File: src/rtl/cal_pkg.sv
package cal_pkg;
  localparam int NUM_FIELDS = 7;

  localparam logic [3:0] ADDR_SEC   = 4'd0;
  localparam logic [3:0] ADDR_MIN   = 4'd1;
  localparam logic [3:0] ADDR_HOUR  = 4'd2;
  localparam logic [3:0] ADDR_WDAY  = 4'd3;
  localparam logic [3:0] ADDR_DAY   = 4'd4;
  localparam logic [3:0] ADDR_MON   = 4'd5;
  localparam logic [3:0] ADDR_YEAR  = 4'd6;
  localparam logic [3:0] ADDR_RATE  = 4'd8;
  localparam logic [3:0] ADDR_RUN   = 4'd9;
  localparam logic [3:0] ADDR_STAT  = 4'd10;

  localparam logic [6:0] INIT_HOUR = 7'h12;
  localparam logic [5:0] INIT_DAY  = 6'h01;
  localparam logic [4:0] INIT_MON  = 5'h01;

  // strobes from control to datapath
  typedef struct packed {
    logic                  step;
    logic                  init;
    logic [NUM_FIELDS-1:0] load;
    logic [7:0]            data;
  } calStrobe_t;

  function automatic logic [7:0] bcdInc(input logic [7:0] v);
    return (v[3:0] == 4'd9) ? {v[7:4] + 4'd1, 4'd0} : {v[7:4], v[3:0] + 4'd1};
  endfunction

  function automatic logic [7:0] bcdToBin(input logic [7:0] v);
    return ({4'd0, v[7:4]} * 8'd10) + {4'd0, v[3:0]};
  endfunction
endpackage

File: src/rtl/cal_ctrl.sv
module cal_ctrl
  import cal_pkg::*;
#(
  parameter int         SUB_LOG2 = 8,
  parameter logic [3:0] SEL_BASE = 4'd6
) (
  input  logic             clk,
  input  logic             rstN,
  input  logic             subTick,
  input  logic             regWe,
  input  logic [3:0]       regAddr,
  input  logic [7:0]       regWdata,
  output calStrobe_t       stb,
  output logic [7:0]       rateQ,
  output logic             startQ,
  output logic             resetPend,
  output logic             carryFlag,
  output logic             periodFlag
);
  localparam int NUM_RATES = SUB_LOG2 + 1;

  logic [SUB_LOG2-1:0]  subCnt;
  logic [SUB_LOG2-1:0]  subNext;
  logic [NUM_RATES-1:0] periodHit;
  logic [3:0]           selOff;
  logic                 selValid;
  logic                 hitSel;
  logic                 run, tickRun, secStep, periodEvt;
  logic                 wrCal, wrStat, wrRate, wrRun;

  assign subNext = subCnt + 1'b1;

  // one hit line per selectable rate
  for (genvar g = 0; g < NUM_RATES; g++) begin : gRate
    if (g == 0) begin : gEvery
      assign periodHit[g] = 1'b1;
    end else begin : gDiv
      assign periodHit[g] = (subNext[g-1:0] == '0);
    end
  end

  assign selOff   = rateQ[7:4] - SEL_BASE;
  assign selValid = (rateQ[7:4] >= SEL_BASE) && (int'(selOff) < NUM_RATES);

  always_comb begin
    hitSel = 1'b0;
    for (int g = 0; g < NUM_RATES; g++) begin
      if (int'(selOff) == g) hitSel = periodHit[g];
    end
  end

  assign run       = startQ & ~resetPend;
  assign tickRun   = subTick & run;
  assign secStep   = tickRun & (&subCnt);
  assign periodEvt = tickRun & selValid & hitSel;

  assign wrCal  = regWe & (regAddr < 4'd7) & ~startQ & ~resetPend;
  assign wrStat = regWe & (regAddr == ADDR_STAT);
  assign wrRate = regWe & (regAddr == ADDR_RATE);
  assign wrRun  = regWe & (regAddr == ADDR_RUN);

  always_comb begin
    stb.step = secStep;
    stb.init = resetPend;
    stb.data = regWdata;
    stb.load = wrCal ? (7'b1 << regAddr[2:0]) : '0;
  end

  always_ff @(posedge clk or negedge rstN) begin
    if (!rstN) begin
      rateQ      <= '0;
      startQ     <= 1'b0;
      resetPend  <= 1'b0;
      subCnt     <= '0;
      carryFlag  <= 1'b0;
      periodFlag <= 1'b0;
    end else begin
      if (wrRate) rateQ <= regWdata;
      if (wrRun) begin
        startQ    <= regWdata[0];
        resetPend <= regWdata[1];
      end else if (resetPend) begin
        resetPend <= 1'b0;
      end
      if (resetPend) begin
        subCnt     <= '0;
        carryFlag  <= 1'b0;
        periodFlag <= 1'b0;
      end else begin
        if (tickRun) subCnt <= subNext;
        carryFlag  <= secStep   | (carryFlag  & ~(wrStat & ~regWdata[1]));
        periodFlag <= periodEvt | (periodFlag & ~(wrStat & ~regWdata[2]));
      end
    end
  end
endmodule

File: src/rtl/cal_datapath.sv
module cal_datapath
  import cal_pkg::*;
(
  input  logic       clk,
  input  logic       rstN,
  input  calStrobe_t stb,
  output logic [6:0] secQ,
  output logic [6:0] minQ,
  output logic [6:0] hourQ,
  output logic [2:0] wdayQ,
  output logic [5:0] dayQ,
  output logic [4:0] monQ,
  output logic [7:0] yearQ
);
  logic [7:0] secInc, minInc, hrInc, dayInc, monInc, yearInc, yearBin;
  logic       secWrap, minWrap, hrEleven, hrTwelve, leap, dayWrap, monWrap;
  logic       minStep, hrStep, dayStep, monStep, yearStep;
  logic [5:0] monthLen;
  logic [6:0] hourNext;

  always_comb begin
    secInc  = bcdInc({1'b0, secQ});
    minInc  = bcdInc({1'b0, minQ});
    hrInc   = bcdInc({2'b0, hourQ[5:0]});
    dayInc  = bcdInc({2'b0, dayQ});
    monInc  = bcdInc({3'b0, monQ});
    yearInc = bcdInc(yearQ);
    yearBin = bcdToBin(yearQ);
    leap    = (yearBin[1:0] == 2'b00);

    secWrap  = (secQ == 7'h59);
    minWrap  = (minQ == 7'h59);
    hrEleven = (hourQ[5:0] == 6'h11);
    hrTwelve = (hourQ[5:0] == 6'h12);

    unique case (monQ)
      5'h02:                      monthLen = leap ? 6'h29 : 6'h28;
      5'h04, 5'h06, 5'h09, 5'h11: monthLen = 6'h30;
      default:                    monthLen = 6'h31;
    endcase

    dayWrap = (dayQ == monthLen);
    monWrap = (monQ == 5'h12);

    minStep  = stb.step & secWrap;
    hrStep   = minStep & minWrap;
    dayStep  = hrStep & hrEleven & hourQ[6];
    monStep  = dayStep & dayWrap;
    yearStep = monStep & monWrap;

    if (hrEleven)      hourNext = {~hourQ[6], 6'h12};
    else if (hrTwelve) hourNext = {hourQ[6], 6'h01};
    else               hourNext = {hourQ[6], hrInc[5:0]};
  end

  always_ff @(posedge clk or negedge rstN) begin
    if (!rstN) begin
      secQ <= '0; minQ <= '0; hourQ <= INIT_HOUR; wdayQ <= '0;
      dayQ <= INIT_DAY; monQ <= INIT_MON; yearQ <= '0;
    end else if (stb.init) begin
      secQ <= '0; minQ <= '0; hourQ <= INIT_HOUR; wdayQ <= '0;
      dayQ <= INIT_DAY; monQ <= INIT_MON; yearQ <= '0;
    end else begin
      if (stb.load[0])    secQ <= stb.data[6:0];
      else if (stb.step)  secQ <= secWrap ? 7'h00 : secInc[6:0];
      if (stb.load[1])    minQ <= stb.data[6:0];
      else if (minStep)   minQ <= minWrap ? 7'h00 : minInc[6:0];
      if (stb.load[2])    hourQ <= stb.data[6:0];
      else if (hrStep)    hourQ <= hourNext;
      if (stb.load[3])    wdayQ <= stb.data[2:0];
      else if (dayStep)   wdayQ <= (wdayQ == 3'd6) ? 3'd0 : wdayQ + 3'd1;
      if (stb.load[4])    dayQ <= stb.data[5:0];
      else if (dayStep)   dayQ <= dayWrap ? INIT_DAY : dayInc[5:0];
      if (stb.load[5])    monQ <= stb.data[4:0];
      else if (monStep)   monQ <= monWrap ? INIT_MON : monInc[4:0];
      if (stb.load[6])    yearQ <= stb.data;
      else if (yearStep)  yearQ <= (yearQ == 8'h99) ? 8'h00 : yearInc;
    end
  end
endmodule

File: src/rtl/bcd_calendar.sv
module bcd_calendar
  import cal_pkg::*;
#(
  parameter int SUB_LOG2 = 8
) (
  input  logic       clk,
  input  logic       rstN,
  input  logic       subTick,
  input  logic       regWe,
  input  logic [3:0] regAddr,
  input  logic [7:0] regWdata,
  output logic [7:0] regRdata,
  output logic       carryIrq,
  output logic       periodIrq
);
  calStrobe_t stb;
  logic [7:0] rateQ;
  logic       startQ, resetPend, carryFlag, periodFlag;
  logic [6:0] secQ, minQ, hourQ;
  logic [2:0] wdayQ;
  logic [5:0] dayQ;
  logic [4:0] monQ;
  logic [7:0] yearQ;

  cal_ctrl #(.SUB_LOG2(SUB_LOG2)) u_ctrl (
    .clk, .rstN, .subTick, .regWe, .regAddr, .regWdata,
    .stb, .rateQ, .startQ, .resetPend, .carryFlag, .periodFlag
  );

  cal_datapath u_dp (
    .clk, .rstN, .stb,
    .secQ, .minQ, .hourQ, .wdayQ, .dayQ, .monQ, .yearQ
  );

  assign carryIrq  = carryFlag & rateQ[1];
  assign periodIrq = periodFlag & rateQ[2];

  always_comb begin
    unique case (regAddr)
      ADDR_SEC:  regRdata = {1'b0, secQ};
      ADDR_MIN:  regRdata = {1'b0, minQ};
      ADDR_HOUR: regRdata = {1'b0, hourQ};
      ADDR_WDAY: regRdata = {5'b0, wdayQ};
      ADDR_DAY:  regRdata = {2'b0, dayQ};
      ADDR_MON:  regRdata = {3'b0, monQ};
      ADDR_YEAR: regRdata = yearQ;
      ADDR_RATE: regRdata = rateQ;
      ADDR_RUN:  regRdata = {6'b0, resetPend, startQ};
      ADDR_STAT: regRdata = {5'b0, periodFlag, carryFlag, 1'b0};
      default:   regRdata = 8'h00;
    endcase
  end
endmodule

File: config.mk
export PLATFORM = sky130hd
export DESIGN_NAME = bcd_calendar
export DESIGN_NICKNAME = d
export VERILOG_FILES = /design/src/rtl/cal_pkg.sv /design/src/rtl/cal_ctrl.sv /design/src/rtl/cal_datapath.sv /design/src/rtl/bcd_calendar.sv
export SDC_FILE = /design/constraint.sdc
export NUM_CORES = 1
export LEC_CHECK = 0
export BUFFER_PORTS_ARGS = -buffer_cell sky130_fd_sc_hd__buf_2
export CAP_MARGIN = 30
export CORE_ASPECT_RATIO = 1.5
export CORE_MARGIN = 4
export CORE_UTILIZATION = 57
export DETAILED_ROUTE_END_ITERATION = 16
export GPL_TIMING_DRIVEN = 0
export PLACE_DENSITY = 0.78
export SLEW_MARGIN = 20
export SYNTH_ARGS = -nofsm -noshare
export SYNTH_HDL_FRONTEND = slang
export SYNTH_HIERARCHICAL = 1
export SYNTH_SLANG_ARGS = --single-unit
File: constraint.sdc
create_clock -name clk -period 3.25 [get_ports clk]
set_input_delay 0.325 -clock clk [delete_from_list [all_inputs] [get_ports clk]]
set_output_delay 0.325 -clock clk [all_outputs]
set_load 0.01 [all_outputs]
; Yosys cells after proc, flatten, opt, wreduce, memory -nomap -nowiden
; Cells that the tools add are included.
; Widths: inputs -> output; s select.
[classes]
add_sub_neg = 16
multipliers = 1
order_cmp = 3
eq_ne = 36
shifts = 1
n_mux = 53
bitwise = 33
reduce_logical = 35
[ops]
columns = operator, count
row1 = $mux 7, 15
row2 = $pmux 8 s10, 1
row3 = $eq 4x4->1 const B, 14
row4 = $mux 8, 7
row5 = $mux 6, 7
row6 = $add 4x1->4 const B, 7
row7 = $mux 5, 5
row8 = $reduce_bool 3->1, 8
row9 = $and 1x1->1, 23
row10 = $eq 4x3->1 const B, 5
row11 = $reduce_bool 4->1, 5
row12 = $eq 7x7->1 const B, 2
row13 = $reduce_and 2->1, 7
row14 = $mux 1, 13
row15 = $eq 4x2->1 const B, 3
row16 = $eq 6x5->1 const B, 2
row17 = $logic_not 4->1, 3
row18 = $mux 3, 4
row19 = $pmux 6 s2, 1
row20 = $eq 5x3->1 const B, 2
row21 = $eq 5x5->1 const B, 2
row22 = $add 3x1->3 const B, 3
row23 = $add 8x1->8 const B, 1
row24 = $eq 8x8->1 const B, 1
row25 = 27 further kinds, 37
[totals]
ff_bits = 63
out_inout_bits = 10
elab_cells = 198

; Longest topological paths before layout
[depth]
word_depth = 14
mapped_depth = 14
depth_no_buf = 10

; Cells and area by module
; The synthesis kept the hierarchy.
[modules_own_cells]
columns = module, instances, cells_per_inst, area_per_inst_um2, seq_area_each_um2
row1 = cal_datapath, 1, 387, 3169.3, 1081.0
row2 = cal_ctrl, 1, 142, 1343.8, 500.5
row3 = bcd_calendar, 1, 86, 578.1, 0.0

; Worst setup path before layout
; OpenSTA, ideal clock, no wires.
[synth_path]
kind = reg-to-reg
start = reg u_ctrl.subCnt[0]
end = reg u_dp.yearQ[5]
setup_ps = 126
t_arrival_ps = 3324
slack_ps = -200
path_stages_with_launch = 14
cell_sequence = dfrtp_1 ha_1 buf_6 nand3_1 nor4_1 buf_4 buf_2 nand3_1 or2_1 buf_2 nor4_1 nand4_1 o41a_1 a221o_1
[synth_via]
elab_chain_len = 10
[synth_lines]
columns = element, line_no
row1 = "start, declared", cal_ctrl.sv:22  ; logic [SUB_LOG2-1:0] subCnt;
row2 = "start signal, assigned", cal_ctrl.sv:90  ; if (tickRun) subCnt <= subNext;
row3 = $reduce_and 8->1, cal_ctrl.sv:54  ; assign secStep = tickRun & (&subCnt);
row4 = $and 1x1->1, cal_ctrl.sv:54
row5 = net u_ctrl.secStep, cal_ctrl.sv:28  ; logic run, tickRun, secStep, periodEvt;
row6 = $and 1x1->1, cal_datapath.sv:45  ; minStep = stb.step & secWrap;
row7 = $and 1x1->1, cal_datapath.sv:46  ; hrStep = minStep & minWrap;
row8 = $and 1x1->1 (2 in a row), cal_datapath.sv:47  ; dayStep = hrStep & hrEleven & hourQ[6];
row9 = $and 1x1->1, cal_datapath.sv:48  ; monStep = dayStep & dayWrap;
row10 = $and 1x1->1, cal_datapath.sv:49  ; yearStep = monStep & monWrap;
row11 = $reduce_bool 3->1 (no line), -
row12 = $reduce_and 2->1 (no line), -
row13 = "end signal, assigned", cal_datapath.sv:76  ; if (stb.load[6]) yearQ <= stb.data;
row14 = "end signal, assigned", cal_datapath.sv:77  ; else if (yearStep) yearQ <= (yearQ == 8'h99) ? 8'h00 : yearInc;
row15 = "end, declared", cal_datapath.sv:13  ; output logic [7:0] yearQ
; The timed path passes the listed nets, and every way through them passes these cells.
; A chain may end at the register's enable or synchronous reset.

; Worst setup path in the final report
[layout_path]
start = reg u_ctrl.resetPend
end = reg u_dp.yearQ[5]
[layout_via]
elab_chain_len = 12
word_cells_on_any_way = 17
classes_between = mux: 3 / bitwise: 11 / reduce/logical: 3
[layout_lines]
columns = element, line_no
row1 = "start, declared", cal_ctrl.sv:16  ; output logic resetPend,
row2 = "start signal, assigned", cal_ctrl.sv:81  ; resetPend <= regWdata[1];
row3 = $not 1->1, cal_ctrl.sv:52  ; assign run = startQ & ~resetPend;
row4 = $and 1x1->1, cal_ctrl.sv:52
row5 = $and 1x1->1, cal_ctrl.sv:53  ; assign tickRun = subTick & run;
row6 = $and 1x1->1, cal_ctrl.sv:54
row7 = net u_ctrl.secStep, cal_ctrl.sv:28
row8 = $and 1x1->1, cal_datapath.sv:45
row9 = $and 1x1->1, cal_datapath.sv:46
row10 = $and 1x1->1 (2 in a row), cal_datapath.sv:47
row11 = $and 1x1->1, cal_datapath.sv:48
row12 = $and 1x1->1, cal_datapath.sv:49
row13 = $reduce_bool 3->1 (no line), -
row14 = $reduce_and 2->1 (no line), -
; The timed path passes the listed nets, and every way through them passes these cells.

==> impl_metrics.py <==
metrics = {
    "yosys": {
        "synth-edff-count": 0,
        "synth.ff_latch_count": 63,
        "synth_ff_type": "sky130_fd_sc_hd__dfrtp_1",
        "ys_seq_area_share_pct": 31.1,
        "synth.net_count": 649,
        "yosysTopAreaCell": "sky130_fd_sc_hd__dfrtp_1",
        "share_of_yosys_cell_area_claimed_by_the_top_area_cell_type_pct": 29.0,
        "synth.area.top_cells": "sky130_fd_sc_hd__dfrtp_1 29%, sky130_fd_sc_hd__nor2_1 5.2%, sky130_fd_sc_hd__ha_1 4.4%, sky130_fd_sc_hd__a21oi_1 4.1%, sky130_fd_sc_hd__mux2i_1 3.1%",
        "post_synth_num_cell_types": 81,
        "yosysWarnings": 6,
        "synth_cells": 615,
        "synth.cell_area_um2": 5090,
        "async_flop_share_pct": 100,
        "syn_area_per_cell_um2": 8.28,
    },
    "floorplan": {
        "start_util_pct": 58.0,
        "dieHeight_um": 124,
        "coreArea_um2": 8780,
        "die_width_um": 85.2,
        "top_level_ports": 26,
        "std_cell_rows": 42,
        "die-area_um2": 10500,
    },
    "global_route": {
        "track_usage_pct": 30.5,
        "global_route_layer_with_the_greatest_usage": "met2",
        "globalRouteMet3Util_pct": 5.63,
        "grt_pass1_vias": 4862,
        "grt_use_met1_pct": 34.9,
        "grt_remaining_overflow": 0,
        "grt_pass1_wl_um": 24900,
        "grt_max_degree": 40,
        "antenna_found_initial": 0,
        "use_met2_pct": 51.6,
    },
    "sta": {
        "finalMaxSlewViolations": 0,
        "setup-violations-final": 0,
        "fin_hold_ws_ns": 0.240,
        "fmaxAchievable_ghz": 0.313,
        "slew-limit-headroom_pct": 55.5,
        "final_hold_viol_count": 0,
        "final_min_period_over_clock_period_pct": 98.4,
        "rsz0062_at_grt": "false",
        "finalCriticalPeriod_ns": 3.20,
        "final.setup_skew_ns": 0.00673,
        "max_slew.worst_pin.slew_ns": 0.667,
        "totalNegativeSetupSlack_ns": 0,
        "setup_ws_ns": 0.0506,
    },
    "status": {
        "run_status": "finished, final reports clean",
    },
    "final_layout": {
        "layout-drive-gt1-share_pct": 16.3,
        "layout.filler_cells": 757,
        "final_cell_count_no_fill": 773,
        "area_delta_synth_final_pct": 13.9,
        "postLayoutCoreUtil_pct": 66.1,
        "fin_nets": 692,
        "post-route-cell-area_um2": 5800,
        "diodes": 0,
    },
    "power_and_ir_drop": {
        "ir_worst_vdd_v": 0.000327,
        "cellLeakagePower_nw": 2.44,
        "total_power_mw": 3.27,
        "power_per_cell_area_nw_per_um2": 564,
    },
    "flow_run": {
        "cap_viol_max_count": 0,
    },
    "cts": {
        "cts_inserted_buffers": 9,
        "clk-insertion-delay-late_ns": 0.34,
        "clock_sinks": 63,
        "htreeDepth": 3,
        "cts-root-buf": "sky130_fd_sc_hd__clkbuf_16",
        "maximum_buffer_depth_of_the_clock_tree": 2,
        "tritoncts": "yes",
        "clk_pin_slew_ns": 0.05,
    },
    "detailed_routing": {
        "number_of_routed_nets_with_antenna_violations": 0,
        "detailedRoute.firstIterationViolations": 719,
        "drc_errors": 0,
        "vias": 5084,
        "firstDrtPassIters": 6,
        "vias_per_cell": 6.58,
        "detail_routed_net_length_per_standard_cell_um": 20.4,
        "finalWirelength_um": 15800,
    },
    "placement": {
        "last_weighted_congestion_value_of_the_routability_driven_placer": 0.960,
        "post-dp-hpwl_um": 11600,
        "placed_instance_count": 751,
        "io_buffer_count": 25,
        "pre_cts_slack_ns": -0.703,
        "placement.cell_area_um2": 5400,
    },
    "setup_path": {
        "cp_data_arrival_time_ns": 3.41,
        "critical_path_launch_point_type": "register",
        "highest_net_fanout_along_the_worst_path": 10,
        "critPathCaptureType": "register",
        "critPathRequiredTime_ns": 3.46,
        "path_class": "register to register",
        "regToRegSetupSlack_ns": 0.05,
    },
    "min_path": {
        "type_of_the_most_critical_hold_path": "primary input to register",
    },
}
==> critical path: stages (launching register included) <==
cell and delay [ns]:
sky130_fd_sc_hd__dfrtp_1 0.48, sky130_fd_sc_hd__nand2b_1 0.22, sky130_fd_sc_hd__nor4_4 0.38, sky130_fd_sc_hd__buf_6 0.17
sky130_fd_sc_hd__nand3_4 0.11, sky130_fd_sc_hd__or2_1 0.24, sky130_fd_sc_hd__buf_2 0.19, sky130_fd_sc_hd__nor4_4 0.21
sky130_fd_sc_hd__nand4_1 0.24, sky130_fd_sc_hd__o41a_1 0.47, sky130_fd_sc_hd__a221o_1 0.37
==> timing repair <==
| action | CTS | global route |
|---|---|---|
| hold buffers | 1 | 0 |
| buffers inserted | 6 | 0 |
| gates resized for setup | 5 | 1 |
| endpoints found under the hold margin | 22 | 0 |
| endpoints found under the setup margin | 22 | 11 |
| pin swaps | 5 | 1 |
==> cells by family after synthesis <==
group,Yosys count,share of synthesized area (%)
adder cells (fa/ha/maj),18,4.42
AO/OA/AOI/OAI,162,21.4
AND/OR/NAND/NOR,247,25.8
multiplexers,29,6.02
buffers and inverters,75,7.50
flip-flops,63,31.1
XOR/XNOR,21,3.76
==> final cells by class <==
type	instances	area, um2	area share, %
plain buffers	44	268	4.62
clock buffers	14	274	4.73
clock inverters	2	37.5	0.647
inverters	30	113	1.94
multi-input cells	477	3180	54.9
flip-flops and latches	63	1580	27.3
well taps	110	138	2.37
repair buffers	33	203	3.50
==> cells in the final DEF, fill, tap and decap left out, drive strengths merged, types with 7 or more instances in the layout <==
cell type  instances
a211oi            16
inv               30
nand4              7
o21ai             37
dfrtp             59
xor2               8
and2              11
clkbuf            29
nand2b             8
ha                18
mux2i             16
nand2             42
mux2              13
nor3              21
nand3             23
a21oi             42
nor2              72
nor3b              7
buf               61
nand3b            14
nor2b              7
a221oi             8
nor4               8
xnor2             13
==> metal layers <==
layer,vias to the layer above,wire [um]
met5,-,0
met4,0,1020
met3,72,1320
met2,287,7670
met1,2400,5770
li1,2325,-
==> path summary, 6_finish.rpt <==
kind	from	to	cells after the start
min in group asynchronous	rstN	u_ctrl/rateQ[7]$_DFFE_PN0P_	2
worst max register to register	u_ctrl/resetPend$_DFF_PN0_	u_dp/yearQ[5]$_DFFE_PN0P_	10
worst max-delay path	u_ctrl/resetPend$_DFF_PN0_	u_dp/yearQ[5]$_DFFE_PN0P_	10
worst min register to register	u_ctrl/rateQ[2]$_DFFE_PN0P_	u_ctrl/rateQ[2]$_DFFE_PN0P_	1
worst min-delay path	regWdata[7]	u_ctrl/rateQ[7]$_DFFE_PN0P_	2
max in group asynchronous	rstN	u_dp/dayQ[0]$_DFFE_PN1P_	3
==> report_power, final <==
group | internal (mW) | total (mW) | switching (mW) | leakage (nW)
sequential | 0.954 | 1.22 | 0.264 | 0.776
clock | 0.657 | 1.00 | 0.343 | 0.149
combinational | 0.467 | 1.05 | 0.586 | 1.52
total | 2.08 | 3.27 | 1.19 | 2.44
==> state kept, by name, summed over array words and instances, names as in the netlist <==
register           count
u_dp/yearQ             8
u_dp/wdayQ             3
u_ctrl/subCnt          8
u_dp/dayQ              6
u_ctrl/startQ          1
u_dp/hourQ             7
u_ctrl/rateQ           8
u_dp/secQ              7
u_ctrl/periodFlag      1
u_dp/minQ              7
u_ctrl/resetPend       1
u_ctrl/carryFlag       1
u_dp/monQ              5
==> synth_stat cells, drive strengths merged (8+ instances only) <==
cell type  number
o21ai          37
nand3b         14
nand2b          8
a221oi          8
nor3           21
mux2i          16
dfrtp          59
inv            30
nor4            8
nand3          23
ha             18
buf            30
nand2          42
a21oi          42
clkbuf         15
xnor2          13
xor2            8
mux2           13
and2           11
a211oi         16
nor2           72
No activity file was read; power rests on OpenSTA's default activity.
